`src/rtl/addr_window_xlat.sv`:
```
module addr_window_xlat #(
  parameter int AW   = 32,
  parameter int DW   = 32,
  parameter int NWIN = 4
) (
  input  logic                      clk,
  input  logic                      rst_n,
  input  logic                      cfg_we,
  input  logic [$clog2(NWIN):0]     cfg_sel,
  input  logic [AW-1:0]             cfg_wdata,
  input  logic                      v_req,
  input  logic                      v_we,
  input  logic [AW-1:0]             v_addr,
  input  logic [DW-1:0]             v_wdata,
  output logic [DW-1:0]             v_rdata,
  output logic                      v_miss,
  output logic                      p_req,
  output logic                      p_we,
  output logic [AW-1:0]             p_addr,
  output logic [DW-1:0]             p_wdata,
  input  logic [DW-1:0]             p_rdata
);

  localparam int IW = $clog2(NWIN);
  localparam int BW = AW + IW + 1;

  logic [AW-1:0] win_start [NWIN];
  logic [AW-1:0] win_size  [NWIN];
  logic [BW-1:0] win_base  [NWIN];
  logic [BW-1:0] win_off   [NWIN];
  logic [AW-1:0] win_phys  [NWIN];
  logic [NWIN-1:0] win_hit;

  logic [BW-1:0] addr_ext;
  assign addr_ext = {{(BW-AW){1'b0}}, v_addr};

  always_ff @(posedge clk) begin
    if (!rst_n) begin
      for (int k = 0; k < NWIN; k++) begin
        win_start[k] <= '0;
        win_size[k]  <= '0;
      end
    end else if (cfg_we) begin
      if (cfg_sel[0]) win_size[cfg_sel[IW:1]]  <= cfg_wdata;
      else            win_start[cfg_sel[IW:1]] <= cfg_wdata;
    end
  end

  for (genvar k = 0; k < NWIN; k++) begin : g_win
    if (k == 0) begin : g_first
      assign win_base[k] = '0;
    end else begin : g_next
      assign win_base[k] = win_base[k-1] + {{(BW-AW){1'b0}}, win_size[k-1]};
    end
    assign win_off[k]  = addr_ext - win_base[k];
    assign win_hit[k]  = (addr_ext >= win_base[k]) &&
                         (win_off[k] < {{(BW-AW){1'b0}}, win_size[k]});
    assign win_phys[k] = win_start[k] + win_off[k][AW-1:0];
  end

  logic [AW-1:0] sel_phys;
  always_comb begin
    sel_phys = '0;
    for (int k = NWIN-1; k >= 0; k--)
      if (win_hit[k]) sel_phys = win_phys[k];
  end

  logic any_hit;
  assign any_hit = |win_hit;

  always_ff @(posedge clk) begin
    if (!rst_n) begin
      p_req   <= 1'b0;
      p_we    <= 1'b0;
      p_addr  <= '0;
      p_wdata <= '0;
      v_miss  <= 1'b0;
    end else begin
      p_req  <= v_req && any_hit;
      v_miss <= v_req && !any_hit;
      if (v_req && any_hit) begin
        p_we    <= v_we;
        p_addr  <= sel_phys;
        p_wdata <= v_wdata;
      end
    end
  end

  assign v_rdata = (p_req && !p_we) ? p_rdata : '0;

  a_r7_miss_not_forwarded: assert property (@(posedge clk) disable iff (!rst_n)
    v_miss |-> !p_req);
  a_r7_miss_from_request: assert property (@(posedge clk) disable iff (!rst_n)
    v_miss |-> $past(v_req));
  a_r8_req_latency: assert property (@(posedge clk) disable iff (!rst_n)
    p_req |-> $past(v_req));
  a_r8_wdata_carried: assert property (@(posedge clk) disable iff (!rst_n)
    (p_req && p_we) |-> (p_wdata == $past(v_wdata)));
  a_r7_miss_single: assert property (@(posedge clk) disable iff (!rst_n)
    (v_miss && !v_req) |=> !v_miss);

endmodule

```
`config.mk`:
```
export PLATFORM = sky130hd
export DESIGN_NAME = addr_window_xlat
export DESIGN_NICKNAME = d
export VERILOG_FILES = /design/src/rtl/addr_window_xlat.sv
export SDC_FILE = /design/constraint.sdc
export NUM_CORES = 1
export LEC_CHECK = 0
export BUFFER_PORTS_ARGS = -buffer_cell sky130_fd_sc_hd__buf_2
export CELL_PAD_IN_SITES_DETAIL_PLACEMENT = 1
export CELL_PAD_IN_SITES_GLOBAL_PLACEMENT = 2
export CORE_MARGIN = 10
export CORE_UTILIZATION = 36
export DETAILED_ROUTE_END_ITERATION = 12
export GPL_TIMING_DRIVEN = 1
export PLACE_DENSITY = 0.73
export SLEW_MARGIN = 10
export SYNTH_ARGS = -nofsm -noshare
export SYNTH_HDL_FRONTEND = slang
export SYNTH_SLANG_ARGS = --single-unit
```
`constraint.sdc`:
```
create_clock -name clk -period 11.6 [get_ports clk]
set_input_delay 0.58 -clock clk [delete_from_list [all_inputs] [get_ports clk]]
set_output_delay 0.58 -clock clk [all_outputs]
set_load 0.02 [all_outputs]
```
==> run metrics <==
status finished, final reports clean; DR pass1 iterations 5; Clock Tree Root clkbuf_16; Cell Area, Synth 29200 µm²; Bufs and invs on worst path 1; Rows 104; CP required 12.15 ns; Synth Instances between 3k and 4k; YS warnings 0; DR WL/cell 25.5 µm; Yosys top cell area share 0.264; DIE AREA 92800 µm²; worst hold path type input pin to register; Post-synth EDFFs 256; Area Overhead vs Synth 13.1%; Synth area leaders edfxtp_1, ha_1, and2_1; worst hold stages 3; sequential share of the synthesized area 0.310; starting DRC count in detailed routing roughly 1.9k; TritonCTS clock tree done; Final Hold Fails 0; CP Launch Type register; non-filler cells, final 4596; pin count of the biggest net entering global routing 49; R2R setup slack 1.12 ns; Yosys cell types 88; R2R depth 40; first-pass GRT wire length 173000 µm; Fillers 9456; die width 305 µm; largest delay contributor family on the critical path compound AO/OA/AOI/OAI gates; multiplexer share of the synthesized area 0; CTS Hold Bufs 0; reg2reg end p_addr[6]$_SDFFE_PN0P_; core box area 80400 µm²; initial antenna violation count 9; ys flop type edfxtp_1; Synth top cells by count ha_1, a21oi_1, and2_1, edfxtp_1, inv_1; nets 4016; CTS Buf Count 44; Longest Clk Path Bufs 3; Crit. path cell count 40; Post-Synth Adder-Cell Area 0.168; routed via count 26.6k; Hold Slack 0.210 ns; I/O pins 235; crit share post-route 0.903; peak supply drop 0.000102 V; Worst Hold End p_wdata[7]$_SDFFE_PN0P_; Die Ht just over 300 µm; RSZ-0062 raised after global routing no; Avg Inst Size Synth 8.91 µm²; ANT nets after route 0; Remaining DRCs 0; DP Wirelength 95900 µm; vias in the first global route 27.4k; critical path capture point type register; final worst path period need 10.48 ns; XOR/XNOR Fraction of Synth Area 0.0738; Final GP Congestion 0.900; clk_lat worst skew 0.61 ns; CP Class register to register; Worst-Margin Slew 1.20 ns; Max Fclk 0.0954 GHz; total track usage 0.242; reg-to-reg startpoint win_size[0][1]$_SDFFCE_PN0P_; post-CTS setup buffers 0; Starting Density 0.363; final WL 117000 µm; PostCTS Resize Cnt 0; CP max FO 43; Mapped Nets 3797; largest family of logic cells by synthesized area compound AO/OA/AOI/OAI gates; CP max stage delay 0.58 ns; clock slew at reported path FFs 0.06 ns; htree depth 2; Worst Path Arrival approximately 11 ns; Via-to-Cell Ratio 5.78; top cell type by total area after synthesis edfxtp_1; count leader, synth ha_1; global route overflow 0; Simple-Gate Fraction of Synth Area 0.179; layout cells sized above 1 0.107; Slowest cell on crit path a2111oi_0; Static Leak about 15 nW; FF+latch count, synth approximately 320; CTS Sinks 323; power per cell area approximately 260 nW/µm²; ys async rst share 0; Max-slew headroom 0.196; Port-buffer cells 234; Final Skew roughly 0.026 ns; Max-cap violations 0; final setup TNS 0 ns; Worst Hold Launch v_wdata[7]; setup violators final 0; CP dominant cell by count a21oi_1; Synth Area in Compound Gates 0.229; max-slew violation count 0; Placed Cells incl. Taps 4507
## final cells by class
type | count | area [µm²] | share of cell area
Sequential cell | 323 | 9030 | 0.274
Inverter | 217 | 815 | 0.0247
Tap cell | 1060 | 1330 | 0.0402
Clock inverter | 18 | 134 | 0.00406
Clock buffer | 64 | 1220 | 0.0369
Multi-Input combinational cell | 2649 | 19100 | 0.578
Timing Repair Buffer | 258 | 1360 | 0.0414
Antenna cell | 7 | 17.5 | 0.000531
## stage by stage
| stage | worst slack, ns | power [mW] | util | area [µm²] |
|---|---|---|---|---|
| floorplan | 3.38 | 5.31 | - | 29200 |
| global placement | 1.53 | 6.87 | 0.393 | 31600 |
| detailed placement | 1.30 | 7.00 | 0.393 | 31600 |
| CTS | 1.22 | 8.37 | 0.410 | 32900 |
| global route | 0.279 | 9.04 | 0.410 | 32900 |
| finish | 1.12 | 8.44 | 0.410 | 33000 |
## where the power goes
group / internal [mW] / total [mW] / switching [mW] / leakage [nW]
Combinational: 2.15 / 5.71 / 3.56 / 10.9
Clock: 0.752 / 1.32 / 0.568 / 0.658
Sequential: 1.35 / 1.41 / 0.0538 / 3.02
Total: 4.25 / 8.44 / 4.19 / 14.6
## worst max-delay path by stage
stage / startpoint / endpoint / slack (ns)
final: win_size[0][1]$_SDFFCE_PN0P_ / p_addr[6]$_SDFFE_PN0P_ / 1.12
after global routing: win_size[0][1]$_SDFFCE_PN0P_ / p_addr[6]$_SDFFE_PN0P_ / 0.28
after CTS: win_size[0][1]$_SDFFCE_PN0P_ / p_addr[6]$_SDFFE_PN0P_ / 1.22
after detailed placement: win_size[0][1]$_SDFFCE_PN0P_ / p_addr[6]$_SDFFE_PN0P_ / 1.30
after global placement: win_size[0][1]$_SDFFCE_PN0P_ / p_addr[6]$_SDFFE_PN0P_ / 1.53
after floorplan: win_size[0][1]$_SDFFCE_PN0P_ / p_addr[24]$_SDFFE_PN0P_ / 3.38
## sequential cells by signal, indices dropped and copies added, names as in the netlist
signal,flops
win_size,128
win_start,128
p_addr,32
p_wdata,32
p_req,1
p_we,1
v_miss,1
## cells in the final DEF (no fill, tap or decap), types with 17 or more instances in the layout
| cell | Yosys | routed |
|---|---|---|
| ha_1 | 378 | 378 |
| a21oi_1 | 325 | 324 |
| and2_1 | 303 | 303 |
| edfxtp_1 | 256 | 256 |
| buf_2 | 12 | 234 |
| inv_1 | 217 | 217 |
| nand2_1 | 209 | 209 |
| o21ai_0 | 180 | 174 |
| nor2_1 | 172 | 165 |
| xnor2_1 | 161 | 161 |
| a21o_1 | 137 | 137 |
| xor2_1 | 82 | 82 |
| dfxtp_1 | 67 | 67 |
| o21a_1 | 54 | 54 |
| nand2b_1 | 49 | 47 |
| clkbuf_16 | 0 | 45 |
| nand3_1 | 44 | 44 |
| nor2b_1 | 43 | 42 |
| a211oi_1 | 41 | 41 |
| nor3_1 | 42 | 40 |
| o21bai_1 | 39 | 39 |
| nand4_1 | 33 | 33 |
| and3_1 | 33 | 32 |
| a31oi_1 | 26 | 26 |
| o211ai_1 | 25 | 25 |
| buf_4 | 6 | 23 |
| a221oi_1 | 20 | 20 |
| clkbuf_1 | 64 | 17 |
## per-layer routing
metal | GRT usage | share of wire | up-vias
li1 | - | - | 12400
met1 | 0.346 | 0.48 | 13300
met2 | 0.384 | 0.44 | 797
met3 | 0.0333 | 0.065 | 119
met4 | 0.0529 | 0.020 | 0
met5 | 0 | 0 | -
## cells by family (layout without fill, tap and decap cells)
logic type	Yosys count	after routing
AO/OA/AOI/OAI	1024	1024
XOR/XNOR	244	244
adder cells (fa/ha/maj)	387	387
buffers and inverters	302	557
flip-flops	323	323
other	0	7
AND/OR/NAND/NOR	994	994
## tightest hold or removal path: cells and delay by family
kind	cells	cell delay, ns
AND/OR/NAND/NOR	1	0.05
AO/OA/AOI/OAI	1	0.05
buffers and inverters	1	0.09
Note: power is estimated with default switching activity, not from simulation.
